### config.mk
export PLATFORM = sky130hd
export DESIGN_NAME = gpio_irq_port
export DESIGN_NICKNAME = d
export VERILOG_FILES = /design/src/rtl/gpio_irq_pkg.sv /design/src/rtl/gpio_in_sync.sv /design/src/rtl/gpio_trig_detect.sv /design/src/rtl/gpio_evt_status.sv /design/src/rtl/gpio_irq_port.sv
export SDC_FILE = /design/constraint.sdc
export NUM_CORES = 1
export LEC_CHECK = 0
export ABC_AREA = 1
export BUFFER_PORTS_ARGS = -buffer_cell sky130_fd_sc_hd__buf_4
export CAP_MARGIN = 40
export CORE_AREA = 2 2 146 206
export DETAILED_ROUTE_END_ITERATION = 10
export DIE_AREA = 0 0 148 208
export GPL_TIMING_DRIVEN = 1
export MAX_ROUTING_LAYER = met4
export PLACE_DENSITY_LB_ADDON = 0.05
export SLEW_MARGIN = 10
export SYNTH_ARGS = -nofsm -noshare
export SYNTH_HDL_FRONTEND = slang
export SYNTH_SLANG_ARGS = --single-unit
### constraint.sdc
create_clock -name clk -period 1.5 [get_ports clk]
set_clock_uncertainty 0.1 [all_clocks]
set_input_delay 0.075 -clock clk [delete_from_list [all_inputs] [get_ports clk]]
set_output_delay 0.075 -clock clk [all_outputs]
set_load 0.01 [all_outputs]
### src/rtl/gpio_irq_pkg.sv
package gpio_irq_pkg;

  typedef enum logic [1:0] {
    TRIG_LOW  = 2'd0,
    TRIG_HIGH = 2'd1,
    TRIG_RISE = 2'd2,
    TRIG_FALL = 2'd3
  } trig_e;

  localparam int unsigned ADDR_W = 5;

  localparam logic [ADDR_W-1:0] OFS_OUTVAL = 5'h00;
  localparam logic [ADDR_W-1:0] OFS_OUTEN  = 5'h04;
  localparam logic [ADDR_W-1:0] OFS_LEVEL  = 5'h08;
  localparam logic [ADDR_W-1:0] OFS_TRG_LO = 5'h0C;
  localparam logic [ADDR_W-1:0] OFS_TRG_HI = 5'h10;
  localparam logic [ADDR_W-1:0] OFS_ENABLE = 5'h14;
  localparam logic [ADDR_W-1:0] OFS_EVENTS = 5'h18;

  // Decide whether one pin raises an event this cycle.
  function automatic logic trig_hit(input trig_e mode, input logic cur, input logic prev);
    logic hit;
    unique case (mode)
      TRIG_LOW:  hit = ~cur;
      TRIG_HIGH: hit = cur;
      TRIG_RISE: hit = cur & ~prev;
      TRIG_FALL: hit = ~cur & prev;
      default:   hit = 1'b0;
    endcase
    return hit;
  endfunction

  // Next status value: clear first, then merge events so an event wins.
  function automatic logic [31:0] status_next(input logic [31:0] cur,
                                              input logic [31:0] clr,
                                              input logic [31:0] evt);
    return (cur & ~clr) | evt;
  endfunction

endpackage

### src/rtl/gpio_in_sync.sv
module gpio_in_sync #(
  parameter int unsigned W = 32
) (
  input  logic         clk,
  input  logic         rst_n,
  input  logic [W-1:0] raw,
  output logic [W-1:0] lvl,
  output logic [W-1:0] lvl_prev
);
  logic [W-1:0] stage1;
  logic [W-1:0] stage2;
  logic [W-1:0] hist;

  always_ff @(posedge clk) begin
    if (!rst_n) begin
      stage1 <= '0;
      stage2 <= '0;
      hist   <= '0;
    end else begin
      stage1 <= raw;
      stage2 <= stage1;
      hist   <= stage2;
    end
  end

  assign lvl      = stage2;
  assign lvl_prev = hist;
endmodule

### src/rtl/gpio_trig_detect.sv
module gpio_trig_detect
  import gpio_irq_pkg::*;
#(
  parameter int unsigned W    = 32,
  parameter int unsigned HALF = W / 2
) (
  input  logic [2*HALF-1:0] trg_lo,
  input  logic [2*HALF-1:0] trg_hi,
  input  logic [W-1:0]      lvl,
  input  logic [W-1:0]      lvl_prev,
  output logic [W-1:0]      evt
);
  for (genvar g = 0; g < W; g++) begin : g_pin
    trig_e mode;
    if (g < HALF) begin : g_low
      assign mode = trig_e'(trg_lo[2*g +: 2]);
    end else begin : g_high
      assign mode = trig_e'(trg_hi[2*(g-HALF) +: 2]);
    end
    assign evt[g] = trig_hit(mode, lvl[g], lvl_prev[g]);
  end
endmodule

### src/rtl/gpio_evt_status.sv
module gpio_evt_status
  import gpio_irq_pkg::*;
#(
  parameter int unsigned W = 32
) (
  input  logic         clk,
  input  logic         rst_n,
  input  logic [W-1:0] evt,
  input  logic [W-1:0] clr,
  output logic [W-1:0] status
);
  logic [31:0] nxt;

  always_comb begin
    nxt = status_next(32'(status), 32'(clr), 32'(evt));
  end

  always_ff @(posedge clk) begin
    if (!rst_n) status <= '0;
    else        status <= nxt[W-1:0];
  end
endmodule

### src/rtl/gpio_irq_port.sv
module gpio_irq_port
  import gpio_irq_pkg::*;
#(
  parameter int unsigned PINS = 32
) (
  input  logic              clk,
  input  logic              rst_n,
  input  logic              bus_sel,
  input  logic              bus_wr,
  input  logic [ADDR_W-1:0] bus_addr,
  input  logic [PINS-1:0]   bus_wdata,
  output logic [PINS-1:0]   bus_rdata,
  input  logic [PINS-1:0]   pad_in,
  output logic [PINS-1:0]   pad_out,
  output logic [PINS-1:0]   pad_oe,
  output logic              irq_lo,
  output logic              irq_hi,
  output logic              irq_any
);
  localparam int unsigned HALF  = PINS / 2;
  localparam int unsigned CFG_W = 2 * HALF;

  logic [PINS-1:0]  outval_q, outen_q, enable_q;
  logic [CFG_W-1:0] trg_lo_q, trg_hi_q;
  logic [PINS-1:0]  lvl, lvl_prev;
  logic [PINS-1:0]  evt, clr, status;
  logic [PINS-1:0]  pending;
  logic             wr_hit;

  assign wr_hit = bus_sel & bus_wr;
  assign clr    = (wr_hit && bus_addr == OFS_EVENTS) ? bus_wdata : '0;

  always_ff @(posedge clk) begin
    if (!rst_n) begin
      outval_q <= '0;
      outen_q  <= '0;
      enable_q <= '0;
      trg_lo_q <= '0;
      trg_hi_q <= '0;
    end else if (wr_hit) begin
      unique case (bus_addr)
        OFS_OUTVAL: outval_q <= bus_wdata;
        OFS_OUTEN:  outen_q  <= bus_wdata;
        OFS_TRG_LO: trg_lo_q <= bus_wdata[CFG_W-1:0];
        OFS_TRG_HI: trg_hi_q <= bus_wdata[CFG_W-1:0];
        OFS_ENABLE: enable_q <= bus_wdata;
        default: ;
      endcase
    end
  end

  gpio_in_sync #(.W(PINS)) u_sync (
    .clk      (clk),
    .rst_n    (rst_n),
    .raw      (pad_in),
    .lvl      (lvl),
    .lvl_prev (lvl_prev)
  );

  gpio_trig_detect #(.W(PINS), .HALF(HALF)) u_detect (
    .trg_lo   (trg_lo_q),
    .trg_hi   (trg_hi_q),
    .lvl      (lvl),
    .lvl_prev (lvl_prev),
    .evt      (evt)
  );

  gpio_evt_status #(.W(PINS)) u_status (
    .clk    (clk),
    .rst_n  (rst_n),
    .evt    (evt),
    .clr    (clr),
    .status (status)
  );

  always_comb begin
    bus_rdata = '0;
    if (bus_sel) begin
      unique case (bus_addr)
        OFS_OUTVAL: bus_rdata = outval_q;
        OFS_OUTEN:  bus_rdata = outen_q;
        OFS_LEVEL:  bus_rdata = lvl;
        OFS_TRG_LO: bus_rdata = PINS'(trg_lo_q);
        OFS_TRG_HI: bus_rdata = PINS'(trg_hi_q);
        OFS_ENABLE: bus_rdata = enable_q;
        OFS_EVENTS: bus_rdata = status;
        default:    bus_rdata = '0;
      endcase
    end
  end

  assign pending = status & enable_q;
  assign irq_lo  = |pending[HALF-1:0];
  assign irq_hi  = |pending[PINS-1:HALF];
  assign irq_any = irq_lo | irq_hi;
  assign pad_out = outval_q;
  assign pad_oe  = outen_q;
endmodule

==> flow_metrics.tcl <==
set metrics [dict create \
    status "complete, but fails checks" \
    failed_checks "negative setup slack" \
    maxSlewViolCount 0 \
    fmax_ghz 0.525 \
    crit_path_start_kind "flip-flop" \
    rr_startpoint "u_sync.lvl[25]$_SDFF_PN0_" \
    timing.final.crit_share_pct 127 \
    switching_share_pct 23.8 \
    powerDensity_nw_per_um2 984 \
    grt_pass1_wl_um 70800 \
    dr.pass1.iters 5 \
    p_total_mw 18.0 \
    cts.sinks 288 \
    relSlewSlack_pct 70.1 \
    clkTransAtPathRegs_ns 0.06 \
    rr_worst_depth 5 \
    cts_buffer_depth 3 \
    whs_ns 0.0671 \
    rows 74 \
    cts_root_buf "clkbuf_16" \
    setup_ws_ns -0.403 \
    post-route-drc-count 0 \
    power.leakage_nw 8.62 \
    cp_slowest_cell "dfxtp_2" \
    first_iter_violations 947 \
    antennaDiodeCount 0 \
    vias_per_cell 5.34 \
    stdcell_count 2556 \
    r2r-end "u_status.status[25]$_SDFF_PN0_" \
    grt_pass1_vias 13100 \
    startpoint "enable_q[0]$_SDFFE_PN0P_" \
    hold_viol 0 \
    port_buffers 171 \
    wirelength_um 45700 \
    final_nets 2226 \
    routedWlPerCell_um 17.9 \
    post-route-util_pct 63.4 \
    regArea_um2 5990 \
    initial_utilization_pct 44.6 \
    crit_path_end_kind "primary output" \
    dp_cells 2338 \
    fillerInstances 2636 \
    cts.htree.levels 1 \
    worstSkewPairLatency_ns 0.57 \
    die_area_um2 30800 \
    syn_inst 1826 \
    ys_seq_area_share_pct 44.8 \
    postRouteAntennaNets 0 \
    gp_congestion 0.901 \
    yosys_warnings 0 \
    syn_area_um2 12900 \
    ios 172 \
    cp_max_fo 2 \
    syn_nets 1899 \
    cts_tree "yes" \
    max-cap-violations 0 \
    grt_max_degree 68 \
    numCtsBuffers 30 \
    cp.required_ns 1.32 \
    core_area_um2 28900 \
    seqPwrFrac_pct 44.3 \
    fin_crit_ns 1.90 \
    rsz0062_at_grt "yes" \
    post-place-ws_ns -0.0887 \
    endpoint "irq_any" \
    setup_viol 35 \
    vias 13600 \
    synthToLayoutAreaGrowth_pct 42.1 \
    hpwl_um 30500 \
    ys_types 19 \
    antenna_found_initial 0 \
    die_height_um 208 \
    cp_cell_sequence "nand2_2 > nand4_1 > nor2_2 > nand2_2 > nor2_4 > nand2_1 > buf_6" \
    drive_above_1_share_pct 28.0 \
    critPathMaxStageDelay_ns 0.33 \
    hold_class "input port to flip-flop" \
    p_int_mw 13.7 \
    cp_common_cell "nand2_2" \
    p_switching_mw 4.29 \
    avgSynthCellArea_um2 7.05 \
    worstMarginPinSlew_ns 0.449 \
    multi_input_area_um2 5910 \
    ys_seq_elements 288 \
    vdd_drop_max_mv 0.863 \
    rrSetupSlack_ns 0.06 \
    grt_overflow_total 0 \
    combPwrFrac_pct 9.6 \
    p_clk_share_pct 46.1 \
    cp.arrival_ns 1.73 \
    grt_use_total_pct 29.6 \
    die_w_um 148 \
    path_class "flip-flop to primary output" \
]
==> logic make-up (layout without fill, tap and decap cells) <==
logic type	after synthesis	after routing	share of synthesized area [%]
and+or+nand+nor	698	698	24.5
AOI/OAI and AO/OA	443	443	17.2
xor gates and xnor gates	32	32	2.18
buffers and inverters	365	715	11.4
DFF	288	288	44.8
==> cells in the mapped netlist <==
master      n  area share (%)
nand2_1   368              11
nor2_2      7            0.34
inv_2       2           0.058
nand4_1   197             9.6
buf_4       3            0.17
clkbuf_1   61             1.8
o21ai_0   223             8.7
dfxtp_1   288              45
nand2_2     1           0.049
buf_2      65             2.5
a21oi_1   219             8.5
nand3_1     6            0.23
buf_1       5            0.15
o21ai_1     1           0.039
nor2_1    115             3.4
nand4_2     1           0.097
xor2_1     32             2.2
nor3_1      3            0.12
inv_1     229             6.7
==> state kept, by name, summed over array words and instances (netlist names) <==
| name | flops |
|---|---|
| pad_out | 32 |
| u_sync.lvl | 32 |
| pad_oe | 32 |
| enable_q | 32 |
| u_sync.lvl_prev | 32 |
| trg_hi_q | 32 |
| trg_lo_q | 32 |
| u_sync.stage1 | 32 |
| u_status.status | 32 |
==> cells in the final DEF (no fill, tap or decap) <==
| cell | synthesis | layout |
|---|---|---|
| nand2_1 | 368 | 349 |
| buf_4 | 3 | 286 |
| inv_1 | 229 | 227 |
| o21ai_0 | 223 | 223 |
| a21oi_1 | 219 | 200 |
| nand4_1 | 197 | 197 |
| dfxtp_1 | 288 | 142 |
| dfxtp_2 | 0 | 128 |
| dlygate4sd3_1 | 0 | 96 |
| nor2_1 | 115 | 86 |
| buf_12 | 0 | 33 |
| xor2_1 | 32 | 32 |
| clkbuf_16 | 0 | 32 |
| nor2_2 | 7 | 26 |
| a21oi_2 | 0 | 19 |
| nand2_2 | 1 | 19 |
| dfxtp_4 | 0 | 18 |
| buf_6 | 0 | 12 |
| nor2_4 | 0 | 10 |
| clkbuf_8 | 0 | 10 |
| nand3_1 | 6 | 6 |
| bufinv_16 | 0 | 5 |
| inv_2 | 2 | 4 |
| clkbuf_1 | 61 | 4 |
| nor3_1 | 3 | 3 |
| clkinv_2 | 0 | 3 |
| clkinvlp_4 | 0 | 2 |
| nand2_4 | 0 | 1 |
| nand4_4 | 0 | 1 |
| o21ai_1 | 1 | 1 |
| buf_16 | 0 | 1 |
==> power by group through the flow <==
stage                     registers [mW]  logic, mW  clock network, mW
final                               7.98       1.73               8.30
after CTS                           7.97       1.68               8.43
after detailed placement            8.15       1.42                  0
after floorplan                     8.11      0.678                  0
after global placement              8.15       1.40                  0
after global routing                7.99       1.87               8.72
==> worst min-delay path by stage <==
stage | start | end | slack (ns) | depth (start not counted)
floorplan | pad_in[0] | u_sync.stage1[0]$_SDFF_PN0_ | 0.07 | 2
global placement | pad_in[29] | u_sync.stage1[29]$_SDFF_PN0_ | 0.16 | 3
detailed placement | pad_in[6] | u_sync.stage1[6]$_SDFF_PN0_ | 0.16 | 3
CTS | bus_wr | pad_oe[23]$_SDFFE_PN0P_ | 0.05 | 5
global route | bus_wr | pad_oe[27]$_SDFFE_PN0P_ | 0.07 | 5
finish | bus_sel | pad_oe[27]$_SDFFE_PN0P_ | 0.07 | 5
==> final cells by class <==
cell class                 count  area share (%)
clock inverter                10           0.984
multi-input combinational   1173            32.3
inverter                     231            4.74
clock buffer                  45            5.07
tap                          380            2.60
sequential                   288            32.7
timing repair buffer         429            21.6
==> what timing repair did <==
action	in CTS	in global routing
gates cloned	0	1
hold buffers	96	0
pin swaps	89	78
hold endpoints to repair	287	0
setup buffers	52	18
gates resized for setup	171	81
setup endpoints to repair	36	39
==> per-stage QoR <==
stage               area (um2)  setup TNS [ns]
finish                   18300           -5.20
CTS                      18000           -5.92
detailed placement       15200           -3.83
floorplan                12900               0
global placement         15200           -1.26
global route             18300           -7.52
==> worst max-delay path, delay by kind of cell, from the launching register on <==
| family | cells | cell delay [ns] |
|---|---|---|
| buffers and inverters | 1 | 0.12 |
| DFF | 1 | 0.33 |
| and+or+nand+nor | 6 | 0.72 |
==> layer usage <==
metal	GRT usage [%]	vias up	part of all wire, %
met1	35.6	6426	41
met5	-	-	0
met2	51.0	466	50
met3	3.40	82	6.1
met4	10.6	0	3.6
li1	-	6675	-
(Power assumes the default switching activity.)
